**config.mk**
```make
export PLATFORM = sky130hd
export DESIGN_NAME = smram_remap_decoder
export DESIGN_NICKNAME = d
export VERILOG_FILES = /design/src/rtl/smram_pkg.sv /design/src/rtl/smram_cfg_ctrl.sv /design/src/rtl/smram_remap_dp.sv /design/src/rtl/smram_remap_decoder.sv
export SDC_FILE = /design/constraint.sdc
export NUM_CORES = 1
export LEC_CHECK = 0
export ABC_CLOCK_PERIOD_IN_PS = 2600
export BUFFER_PORTS_ARGS = -buffer_cell sky130_fd_sc_hd__buf_2
export CAP_MARGIN = 30
export CORE_UTILIZATION = 37
export DETAILED_ROUTE_END_ITERATION = 7
export PLACE_DENSITY = 0.85
export SLEW_MARGIN = 20
export SYNTH_ARGS = -nofsm -noshare
export SYNTH_HDL_FRONTEND = slang
export SYNTH_HIERARCHICAL = 1
export SYNTH_SLANG_ARGS = --single-unit
```
**constraint.sdc**
```tcl
create_clock -name clk -period 2.6 [get_ports clk]
set_input_delay 0.52 -clock clk [delete_from_list [all_inputs] [get_ports clk]]
set_output_delay 0.52 -clock clk [all_outputs]
set_load 0.02 [all_outputs]
```
**src/rtl/smram_pkg.sv**
```systemverilog
package smram_pkg;
  localparam int OFS_W = 16;              // 64 KB window
  localparam logic [7:0] CFG_MASK = 8'hBE;
  localparam logic [7:0] DECODE_BITS = 8'h3E;
  localparam logic [15:0] HOST_PAGE_LO = 16'h0006;
  localparam logic [15:0] HOST_PAGE_HI = 16'h000E;
  localparam logic [15:0] RAM_PAGE_LO  = 16'h000A;
  localparam logic [15:0] RAM_PAGE_HI  = 16'h000B;

  typedef struct packed {
    logic reload;     // capture new window state this edge
    logic enable;
    logic anyMode;    // visible outside SMM too
    logic hostHi;     // host page select
    logic ramHi;      // DRAM page select
    logic a20;
  } winStrobe_t;
endpackage

```
**src/rtl/smram_cfg_ctrl.sv**
```systemverilog
module smram_cfg_ctrl
  import smram_pkg::*;
(
  input  logic       clk,
  input  logic       rstN,
  input  logic       cfgWe,
  input  logic [7:0] cfgWdata,
  output logic [7:0] cfgRdata,
  output winStrobe_t strobe
);
  logic [7:0] cfgReg;
  logic [7:0] maskedData;

  assign maskedData = cfgWdata & CFG_MASK;

  always_ff @(posedge clk) begin
    if (!rstN) cfgReg <= '0;
    else if (cfgWe) cfgReg <= maskedData;
  end

  assign cfgRdata = cfgReg;

  always_comb begin
    strobe.reload  = cfgWe && (((maskedData ^ cfgReg) & DECODE_BITS) != 8'h00);
    strobe.enable  = maskedData[1];
    strobe.anyMode = maskedData[2];
    strobe.ramHi   = maskedData[3];
    strobe.hostHi  = maskedData[4];
    strobe.a20     = maskedData[5];
  end

  p_readback_mask_r1: assert property (@(posedge clk) disable iff (!rstN)
    cfgWe |=> (cfgRdata == ($past(cfgWdata) & 8'hBE)));
  p_dead_bits_zero_r1: assert property (@(posedge clk) disable iff (!rstN)
    (cfgRdata[6] == 1'b0) && (cfgRdata[0] == 1'b0));
endmodule

```
**src/rtl/smram_remap_dp.sv**
```systemverilog
module smram_remap_dp
  import smram_pkg::*;
#(
  parameter int ADDR_W = 32
) (
  input  logic              clk,
  input  logic              rstN,
  input  winStrobe_t        strobe,
  input  logic [ADDR_W-1:0] hostAddr,
  input  logic              smmActive,
  output logic              hit,
  output logic [ADDR_W-1:0] dramAddr,
  output logic              a20Unmask
);
  localparam int PAGE_W = ADDR_W - OFS_W;

  logic winEn, winAny, winHostHi, winRamHi, winA20;
  logic [PAGE_W-1:0] hostPage, ramPage;
  logic pageMatch, modeOk;

  always_ff @(posedge clk) begin
    if (!rstN) begin
      winEn <= 1'b0; winAny <= 1'b0; winHostHi <= 1'b0;
      winRamHi <= 1'b0; winA20 <= 1'b0;
    end else if (strobe.reload) begin
      winEn     <= strobe.enable;
      winAny    <= strobe.anyMode;
      winHostHi <= strobe.hostHi;
      winRamHi  <= strobe.ramHi;
      winA20    <= strobe.a20;
    end
  end

  assign hostPage  = winHostHi ? PAGE_W'(HOST_PAGE_HI) : PAGE_W'(HOST_PAGE_LO);
  assign ramPage   = winRamHi  ? PAGE_W'(RAM_PAGE_HI)  : PAGE_W'(RAM_PAGE_LO);
  assign pageMatch = (hostAddr[ADDR_W-1:OFS_W] == hostPage);
  assign modeOk    = winAny || smmActive;
  assign hit       = winEn && modeOk && pageMatch;
  assign dramAddr  = hit ? {ramPage, hostAddr[OFS_W-1:0]} : hostAddr;
  assign a20Unmask = winA20;

  p_offset_kept_r6: assert property (@(posedge clk) disable iff (!rstN)
    hit |-> (dramAddr[OFS_W-1:0] == hostAddr[OFS_W-1:0]));
  p_legal_page_r7: assert property (@(posedge clk) disable iff (!rstN)
    hit |-> ((hostAddr[ADDR_W-1:OFS_W] == PAGE_W'(HOST_PAGE_LO)) ||
             (hostAddr[ADDR_W-1:OFS_W] == PAGE_W'(HOST_PAGE_HI))));
endmodule

```
**src/rtl/smram_remap_decoder.sv**
```systemverilog
module smram_remap_decoder
  import smram_pkg::*;
#(
  parameter int ADDR_W = 32
) (
  input  logic              clk,
  input  logic              rstN,
  input  logic              cfgWe,
  input  logic [7:0]        cfgWdata,
  output logic [7:0]        cfgRdata,
  input  logic [ADDR_W-1:0] hostAddr,
  input  logic              smmActive,
  output logic              hit,
  output logic [ADDR_W-1:0] dramAddr,
  output logic              a20Unmask
);
  winStrobe_t strobe;

  smram_cfg_ctrl u_ctrl (
    .clk(clk), .rstN(rstN), .cfgWe(cfgWe), .cfgWdata(cfgWdata),
    .cfgRdata(cfgRdata), .strobe(strobe)
  );

  smram_remap_dp #(.ADDR_W(ADDR_W)) u_dp (
    .clk(clk), .rstN(rstN), .strobe(strobe), .hostAddr(hostAddr),
    .smmActive(smmActive), .hit(hit), .dramAddr(dramAddr), .a20Unmask(a20Unmask)
  );

  p_disabled_no_hit_r2: assert property (@(posedge clk) disable iff (!rstN)
    !cfgRdata[1] |-> !hit);
  p_smm_only_r4: assert property (@(posedge clk) disable iff (!rstN)
    (cfgRdata[1] && !cfgRdata[2] && !smmActive) |-> !hit);
  p_a20_follows_r5: assert property (@(posedge clk) disable iff (!rstN)
    a20Unmask == cfgRdata[5]);
endmodule

```
==> flow_metrics.py, run 1 <==
metrics = {
    "timing": {
        "fmaxAchievable_ghz": 0.488,
        "grt_setup_unrepaired": "no",
        "final_hold_viol_count": 0,
        "setup_slack_ns": 0.551,
        "setup_viol_count_final": 0,
        "final-max-slew-violation-count": 0,
        "min_period_over_period_pct": 78.8,
        "finalSetupTns_ns": 0,
        "period_needed_ns": 2.05,
        "skew_ns": 0.00150,
    },
    "logic_synthesis": {
        "netlist.area_leader.share_pct": 27.3,
        "yosys_register_bits": 11,
        "async_flop_share_pct": 0,
        "yosys.area.top_type": "dfxtp_1",
        "yosysMostFrequentCell": "buf_4",
        "syn-instance-count": 92,
        "synth_area_leaders": "dfxtp_1 27%, buf_4 21%, mux2i_1 14%",
        "syn_area_um2": 807,
        "yosysSeqAreaShare_pct": 27.3,
        "syn_area_per_cell_um2": 8.77,
        "synth-edff-count": 0,
        "synth.distinct_cells": 22,
        "ys.flop_type": "dfxtp_1",
        "synth_common_cells": "23 x buf_4, 12 x clkbuf_1, 11 x dfxtp_1, 11 x mux2i_1, 11 x nor2b_1",
        "yosys_warnings": 6,
    },
    "worst_setup_path": {
        "worstReg2RegStart": "u_ctrl/cfgRdata[5]",
        "crit_arrival_ns": 1.53,
        "rrSetupSlack_ns": 1.24,
        "crit_end": "dramAddr[18]",
        "r2r_cells": 5,
        "crit_fanout": 3,
        "crit_start": "hostAddr[26]",
        "worstPathRequired_ns": 2.08,
        "cp-end-kind": "primary output",
        "r2r-end": "u_dp/winHostHi",
        "start_kind": "primary input",
        "crit_type": "in -> out",
    },
    "layout": {
        "fill_cells": 218,
        "ff_latch_area_um2": 220,
        "drive_gt1_share_pct": 50.9,
        "fin_nets": 153,
        "n_antenna_cell": 0,
        "final_core_util_pct": 43.9,
        "stdcell_area_um2": 878,
        "multiInputGateArea_um2": 349,
        "syn_to_final_growth_pct": 8.84,
    },
    "routing": {
        "routed-wl-met3_um": 145,
        "wirelength_um": 1580,
        "dr_wl_met2_um": 859,
        "viasPerCell": 4.59,
        "drt-met1-wl_um": 550,
        "dr.max_layer_used": "met4",
        "dr.pass1.iters": 3,
        "post_drt_wl_per_cell_um": 11.7,
        "vias": 620,
        "drc": 0,
        "drtIter0Drc": 1,
        "ant_nets": 0,
    },
    "pwr": {
        "ir_worst_vdd_v": 0.000243,
        "p_per_area_nw_per_um2": 468,
        "switchingPower_uw": 124,
        "p_clk_share_pct": 27.6,
        "comb_power_share_pct": 27.2,
        "seqPwrFrac_pct": 45.3,
        "switching_share_pct": 30.1,
        "p_leak_uw": 0.000440,
        "p_total_uw": 411,
        "power.internal_uw": 287,
    },
    "placed_design": {
        "io_buffers": 49,
        "dpl_cell_area_um2": 852,
        "dp_hpwl_um": 1300,
        "gp_congestion": 0.708,
        "pre_cts_slack_ns": 0.549,
    },
    "global_routing": {
        "grt.total_usage_pct": 13.4,
        "grt_pass1_wl_um": 2500,
        "grt_max_degree": 12,
        "grt_pass1_vias": 607,
        "grt_overflow": 0,
        "antenna_found_initial": 0,
    },
    "min_path": {
        "holdPathStages": 3,
        "min_path_type": "in -> reg",
    },
    "cts": {
        "postCtsSetupRepairBufs": 0,
        "post_cts_resized": 0,
        "clock_latency_ns": 0.26,
        "cts_made_buffers": 3,
        "cts.sinks": 11,
        "cts_tree": "yes",
        "cts.path.max_buffers": 2,
        "cts_hold_buf": 0,
        "htreeDepth": 1,
        "clkTransAtPathRegs_ns": 0.07,
        "cts_root_buf": "clkbuf_4",
    },
    "floorplan": {
        "core_um2": 2000,
        "dieArea_um2": 2370,
        "die_y_um": 48.7,
        "die_w_um": 48.7,
        "start_util_pct": 40.3,
        "rows": 16,
        "io_pins": 86,
    },
    "flow_run": {
        "drv_cap": 0,
    },
    "run_status": {
        "status": "finished clean",
    },
}
-- worst min-delay path by stage --
stage                              end  slack [ns]            from
floorplan                   u_dp/winEn        0.47      u_dp/winEn
global placement        u_dp/a20Unmask        0.49  u_dp/a20Unmask
detailed placement      u_dp/a20Unmask        0.52  u_dp/a20Unmask
CTS                 u_ctrl/cfgRdata[7]        0.52     cfgWdata[7]
global route        u_ctrl/cfgRdata[7]        0.52     cfgWdata[7]
finish              u_ctrl/cfgRdata[7]        0.53     cfgWdata[7]
-- power groups by stage --
stage / logic (uW) / clock network [uW] / registers (uW)
floorplan: 107 / 0 / 197
global placement: 109 / 0 / 190
detailed placement: 112 / 0 / 190
CTS: 113 / 121 / 186
global route: 121 / 129 / 187
finish: 112 / 113 / 186
-- layer usage --
layer	GRT usage (%)	vias up
met2	25.5	28
met5	0	-
li1	-	303
met4	7.84	0
met1	12.5	281
met3	3.77	8
-- worst max-delay path, cell delays in order --
cell	delay, ns
buf_2	0.10
nor4_1	0.34
nand2_1	0.15
o31a_1	0.26
buf_2	0.16
-- state kept, by name, indices dropped and copies added (netlist names) --
| register | cells |
|---|---|
| u_dp/winEn | 1 |
| u_dp/winAny | 1 |
| u_dp/a20Unmask | 1 |
| u_dp/winRamHi | 1 |
| u_ctrl/cfgRdata | 6 |
| u_dp/winHostHi | 1 |
-- layout make-up --
class | count | area share [%]
clock buffer | 4 | 2.99
inverter | 1 | 0.427
multi-input combinational | 43 | 39.7
sequential | 11 | 25.1
tap | 27 | 3.85
timing repair buffer | 49 | 27.9
-- cell families (layout without fill, tap and decap cells) --
| kind of cell | Yosys count | after routing | synth area share, % |
|---|---|---|---|
| buf+inv | 39 | 54 | 29.9 |
| simple gates | 19 | 19 | 16.3 |
| xor+xnor | 6 | 6 | 6.51 |
| other cells | 1 | 2 | 0.465 |
| mux | 11 | 11 | 13.6 |
| flops | 11 | 11 | 27.3 |
| compound gates | 5 | 5 | 5.89 |
-- placed cells by master, fill, tap and decap left out --
cell type   n
xnor2_1     4
xor2_1      2
nor3_1      1
clkbuf_4    3
dfxtp_1    11
o21bai_1    1
clkbuf_1    1
buf_2      49
conb_1      2
nor2b_1    11
nor4_1      1
nor3_2      1
inv_1       1
o2111ai_2   1
nand3_1     2
o31a_1      2
o31ai_1     1
and4bb_1    1
mux2i_1    11
nor4b_2     1
nand2_1     1
-- per-stage QoR --
stage	cells	hold WS [ns]
final	135	0.526
after global routing	135	0.523
after CTS	135	0.524
after detailed placement	131	0.522
after global placement	131	0.493
after floorplan	93	0.474
(Power assumes the default switching activity.)
==> run 2, diff against run 1 <==
Settings changed: ABC_AREA from default to 1, ABC_CLOCK_PERIOD_IN_PS 2600 to 2000, CORE_ASPECT_RATIO from default to 1.75, CORE_UTILIZATION 37 to 34, PLACE_DENSITY 0.85 to 0.79.
Clock period 2.6 ns to 2 ns, I/O delays scaled along.
==> run 2 against run 1 <==
Critical endpoint unchanged. Setup slack got worse by 0.15 ns. Routed wire length increased by 1.6%. First-iteration DRC count increased to 10 times the previous value. Power increased by 50%.
==> flow_metrics.py, run 2 <==
metrics = {
    "min_path": {
        "min_path_type": "in -> reg",
    },
    "logic_synthesis": {
        "async_flop_share_pct": 0,
        "synth_area_leaders": "dfxtp_1 27%, buf_4 22%, nor2_1 11%",
        "synth_common_cells": "24 x buf_4, 24 x nor2_1, 19 x nand2_1, 16 x inv_1, 13 x clkbuf_1",
        "synthMuxAreaShare_pct": 0,
        "netlist.area_leader.share_pct": 27.1,
        "syn-instance-count": 133,
        "synth-simple-area-share_pct": 25.5,
        "yosys_warnings": 6,
        "synth_fa_ha_area_share_pct": 0,
        "synth_top_family_by_area": "buffers and inverters",
        "syn_area_per_cell_um2": 6.11,
        "yosys.area.top_type": "dfxtp_1",
        "synth-edff-count": 0,
        "yosys_register_bits": 11,
        "ys.flop_type": "dfxtp_1",
        "synth-xor-area-share_pct": 1.08,
        "synth_compound_area_share_pct": 9.85,
        "synth.distinct_cells": 16,
        "yosysSeqAreaShare_pct": 27.1,
        "syn_area_um2": 813,
    },
    "cts": {
        "clkTransAtPathRegs_ns": 0.05,
        "cts.sinks": 11,
        "cts_root_buf": "clkbuf_8",
        "cts_tree": "yes",
        "cts_made_buffers": 3,
        "cts.path.max_buffers": 2,
        "htreeDepth": 1,
        "postCtsSetupRepairBufs": 0,
        "cts_hold_buf": 0,
        "post_cts_resized": 0,
        "clock_latency_ns": 0.24,
    },
    "timing": {
        "final-max-slew-violation-count": 0,
        "final_hold_viol_count": 0,
        "grt_setup_unrepaired": "no",
        "skew_ns": 0.00121,
        "setup_viol_count_final": 0,
        "fmaxAchievable_ghz": 0.626,
        "min_period_over_period_pct": 79.9,
        "hold_slack_ns": 0.384,
        "finalSetupTns_ns": 0,
        "period_needed_ns": 1.60,
    },
    "worst_setup_path": {
        "crit_type": "reg -> out",
        "start_kind": "flop",
        "crit_arrival_ns": 1.20,
        "crit_path_cell_trace": "inv_2 > nand2_1 > nand2_1 > nor2_1 > nand3_2 > nand2_1 > inv_1 > buf_2",
        "crit_path_top_delay_cell": "dfxtp_1",
        "crit_fanout": 3,
        "critical_path.top_delay_family": "simple AND/OR/NAND/NOR gates",
        "cp_common_cell": "nand2_1",
        "path_buf_inv": 3,
        "worstPathRequired_ns": 1.60,
        "slowest_delay_ns": 0.32,
        "cp-end-kind": "primary output",
    },
    "placed_design": {
        "dp_hpwl_um": 1320,
        "io_buffers": 49,
        "gp_congestion": 0.657,
        "dpl_cell_area_um2": 865,
    },
    "layout": {
        "layout_common_cells": "49 x buf_2, 24 x nor2_1, 19 x nand2_1",
        "largest_reg_flops": 6,
        "syn_to_final_growth_pct": 11.8,
        "final_common_cell": "buf_2",
        "stdcell_area_um2": 910,
        "n_antenna_cell": 0,
        "fill_cells": 266,
        "final_core_util_pct": 40.0,
        "drive_gt1_share_pct": 38.0,
        "fin_nets": 195,
    },
    "pwr": {
        "p_leak_uw": 0.000537,
        "ir_worst_vdd_v": 0.000405,
        "p_per_area_nw_per_um2": 679,
        "p_total_uw": 617,
    },
    "global_routing": {
        "antenna_found_initial": 0,
        "grt_max_degree": 12,
        "grt.total_usage_pct": 13.5,
        "grt_overflow": 0,
        "grt_pass1_wl_um": 2420,
        "grt_pass1_vias": 639,
    },
    "routing": {
        "wirelength_um": 1610,
        "drc": 0,
        "vias": 787,
        "dr.pass1.iters": 4,
        "ant_nets": 0,
        "viasPerCell": 4.50,
        "drtIter0Drc": 10,
        "post_drt_wl_per_cell_um": 9.18,
    },
    "run_status": {
        "status": "finished clean",
    },
    "floorplan": {
        "rows": 23,
        "die_y_um": 66.7,
        "core_um2": 2270,
        "dieArea_um2": 2600,
        "start_util_pct": 35.8,
        "die_w_um": 39.0,
        "io_pins": 86,
    },
    "flow_run": {
        "drv_cap": 0,
    },
}
## run 2: changes by cell type in the layout (fill, tap and decap cells not counted), moves of 3 or more
| cell | delta |
|---|---|
| clkbuf_4 | -3 |
| nor2b_1 | -11 |
| xnor2_1 | -3 |
| clkbuf_8 | +3 |
| nor2_1 | +24 |
| mux2i_1 | -11 |
| nand2_1 | +18 |
| inv_1 | +15 |
| a21oi_1 | +5 |
| o21ai_0 | +11 |
## run 2: routing by layer
metal  vias up  track usage (%)  share of wire [%]
met1       326             11.7                 35
met2        44             23.1                 49
met3        19             1.00                9.0
met4         0             15.5                7.3
li1        398                -                  -
met5         -                0                  0
## run 2: final timing paths
check / from / slack (ns) / endpoint / cells after the start
worst min register to register: u_dp/winHostHi / 0.46 / u_dp/winHostHi / 2
worst max register to register: u_ctrl/cfgRdata[5] / 0.74 / u_dp/winAny / 10
worst min-delay path: cfgWdata[7] / 0.38 / u_ctrl/cfgRdata[7] / 3
worst max-delay path: u_dp/winHostHi / 0.40 / dramAddr[18] / 8
## run 2: power breakdown
group	internal [uW]	leakage (uW)	switching (uW)	total [uW]
sequential	236	0.0000915	10.2	246
clock	140	0.0000228	81.2	221
combinational	56.6	0.000422	93.5	150
total	433	0.000537	185	617
## run 2: worst register-to-register path, stage by stage (launching register included)
cell and delay [ns]:
dfxtp_1 0.36, inv_1 0.05, nand2_1 0.05, nand2_1 0.05, nor2_1 0.10, nand3_1 0.08
nand2_1 0.06, inv_1 0.07, inv_1 0.17, o21ai_0 0.10, a21oi_1 0.12
## run 2: cells by family (layout without fill, tap and decap cells)
logic type             Yosys count  count (layout)
flip-flops                      11              11
XOR/XNOR                         1               1
buffers and inverters           54              70
AND/OR/NAND/NOR                 50              50
other                            1               2
AO/OA/AOI/OAI                   16              16
## run 2: final cells by class
| class | instances | area (um^2) | share of cell area [%] |
|---|---|---|---|
| Tap cell | 25 | 31.3 | 3.44 |
| Sequential cell | 11 | 220 | 24.2 |
| Timing Repair Buffer | 49 | 245 | 27.0 |
| Clock buffer | 4 | 45.0 | 4.95 |
| Inverter | 17 | 63.8 | 7.02 |
| Multi-Input combinational cell | 69 | 304 | 33.4 |
## run 2: metrics by stage
step,instances,worst slack [ns]
finish,175,0.403
detailed placement,171,0.402
global route,175,0.283
floorplan,134,0.674
global placement,171,0.418
CTS,175,0.385
==> run 3, diff against run 2 <==
Settings changed: ABC_AREA 1 to 0, ABC_CLOCK_PERIOD_IN_PS 2000 to 1490.
Clock period 2 ns to 1.49 ns, I/O delays scaled along.
==> run 3 against run 2 <==
The run now ends with negative setup slack left. Global-route usage up 0.40 points. Clock power increased by 35%. Power up 36%. First-iteration DRC count decreased by 70%. Register-to-register slack worse by 0.61 ns. Sequential power increased by 33%. Combinational power rose by 43%. Routed wire length down 1.4%. Design area grew 11%. Cell count down 21%.
==> flow_metrics.py, run 3 (synthesized netlist as in run 1, its figures left out) <==
metrics = {
    "run_status": {
        "status": "finished with violations",
        "failed_checks": "negative setup slack",
    },
    "timing": {
        "min_period_over_period_pct": 109,
        "grt_setup_unrepaired": "yes",
        "hold_slack_ns": 0.341,
        "final_hold_viol_count": 0,
        "setup_slack_ns": -0.141,
        "period_needed_ns": 1.63,
        "final-max-slew-violation-count": 0,
        "fmaxAchievable_ghz": 0.613,
        "setup_viol_count_final": 4,
        "skew_ns": 0.00102,
    },
    "global_routing": {
        "grt_overflow": 0,
        "grt_pass1_vias": 602,
        "grt.total_usage_pct": 13.9,
        "grt_pass1_wl_um": 2400,
        "antenna_found_initial": 0,
        "grt_max_degree": 12,
    },
    "pwr": {
        "switchingPower_uw": 240,
        "p_per_area_nw_per_um2": 832,
        "seqPwrFrac_pct": 39.0,
        "switching_share_pct": 28.6,
        "p_clk_share_pct": 35.4,
        "ir_worst_vdd_v": 0.000304,
        "p_leak_uw": 0.000496,
        "comb_power_share_pct": 25.5,
        "power.internal_uw": 599,
    },
    "floorplan": {
        "die_w_um": 38.8,
        "rows": 23,
        "dieArea_um2": 2580,
        "io_pins": 86,
        "core_um2": 2270,
        "start_util_pct": 35.5,
        "die_y_um": 66.5,
    },
    "placed_design": {
        "gp_congestion": 0.647,
        "dp_hpwl_um": 1270,
        "io_buffers": 49,
    },
    "cts": {
        "cts.path.max_buffers": 2,
        "cts_root_buf": "clkbuf_8",
        "cts_made_buffers": 3,
        "cts_tree": "yes",
        "clock_latency_ns": 0.24,
        "clkTransAtPathRegs_ns": 0.05,
        "cts.sinks": 11,
        "htreeDepth": 1,
    },
    "routing": {
        "ant_nets": 0,
        "post_drt_wl_per_cell_um": 11.5,
        "wirelength_um": 1580,
        "drtIter0Drc": 3,
        "drc": 0,
        "vias": 645,
        "dr.pass1.iters": 2,
        "viasPerCell": 4.67,
    },
    "layout": {
        "syn_to_final_growth_pct": 25.1,
        "largest_reg_flops": 6,
        "final_common_cell": "buf_2",
        "n_antenna_cell": 0,
        "drive_gt1_share_pct": 60.2,
        "final_core_util_pct": 44.4,
        "layout_common_cells": "45 x buf_2, 11 x mux2i_1, 11 x nor2b_1",
        "fill_cells": 220,
        "fin_nets": 158,
    },
    "min_path": {
        "holdPathStages": 3,
        "min_path_type": "in -> reg",
    },
    "worst_setup_path": {
        "r2r-end": "u_dp/winAny",
        "crit_start": "u_dp/winEn",
        "crit_type": "reg -> out",
        "cp-end-kind": "primary output",
        "worstPathRequired_ns": 1.19,
        "r2r_cells": 5,
        "crit_end": "dramAddr[18]",
        "crit_arrival_ns": 1.33,
        "rrSetupSlack_ns": 0.13,
        "start_kind": "flop",
        "crit_fanout": 3,
        "worstReg2RegStart": "u_ctrl/cfgRdata[1]",
    },
    "flow_run": {
        "drv_cap": 0,
    },
}
## run 3: cell types whose count changed in the layout (fill, tap and decap cells not counted), moves of 7 or more
cell,delta
o21ai_0,-11
nand2_1,-19
inv_1,-15
buf_4,+7
mux2i_1,+11
nor2_1,-24
nor2b_1,+11
## run 3: worst max-delay path: stages, from the launching register on
cell	delay, ns
dfxtp_2	0.32
nor4b_4	0.22
nand2_2	0.11
o31a_1	0.31
buf_6	0.13
## run 3: through the flow
stage	total power [uW]	instances	TNS (ns)	area (um^2)	worst slack, ns
CTS	852	138	-0.505	988	-0.163
floorplan	531	93	0	821	0.0184
global route	889	138	-0.840	1010	-0.219
detailed placement	533	132	-0.456	882	-0.179
global placement	528	132	-0.427	882	-0.156
finish	840	138	-0.454	1010	-0.141
## run 3: what timing repair did
action	4_1_cts	5_1_grt
pin swaps	4	1
gates resized for setup	12	3
buffers inserted	2	0
setup endpoints to repair	4	4
cloned	0	0
hold buffers	0	0
## run 3: per-layer routing
layer / global-route usage, % / routed length [um] / vias up
met3: 3.00 / 168 / 14
met1: 12.3 / 552 / 272
met2: 21.5 / 751 / 48
met4: 17.7 / 112 / 0
met5: 0 / 0 / -
li1: - / - / 311
## run 3: worst min path at each step
| stage | start | to | slack (ns) |
|---|---|---|---|
| 6_report | cfgWdata[7] | u_ctrl/cfgRdata[7] | 0.34 |
| 5_1_grt | cfgWdata[7] | u_ctrl/cfgRdata[7] | 0.37 |
| 4_1_cts | cfgWdata[7] | u_ctrl/cfgRdata[7] | 0.34 |
| 3_5_place_dp | u_dp/winRamHi | u_dp/winRamHi | 0.51 |
| 3_3_place_gp | u_ctrl/cfgRdata[7] | u_ctrl/cfgRdata[7] | 0.49 |
| 2_1_floorplan | rstN | u_dp/winEn | 0.43 |
## run 3: cell type report
class / instances / area [um^2] / share of cell area (%)
tap: 25 / 31.3 / 3.10
inverter: 1 / 3.75 / 0.372
clock buffer: 4 / 45.0 / 4.46
timing repair buffer: 54 / 300 / 29.7
multi-input combinational: 43 / 407 / 40.3
sequential: 11 / 223 / 22.1
## run 3: power by group through the flow
stage	logic (uW)	clock network, uW	registers, uW
after floorplan	187	0	344
after CTS	214	311	327
after detailed placement	202	0	332
final	214	298	328
after global routing	232	327	330
after global placement	198	0	331
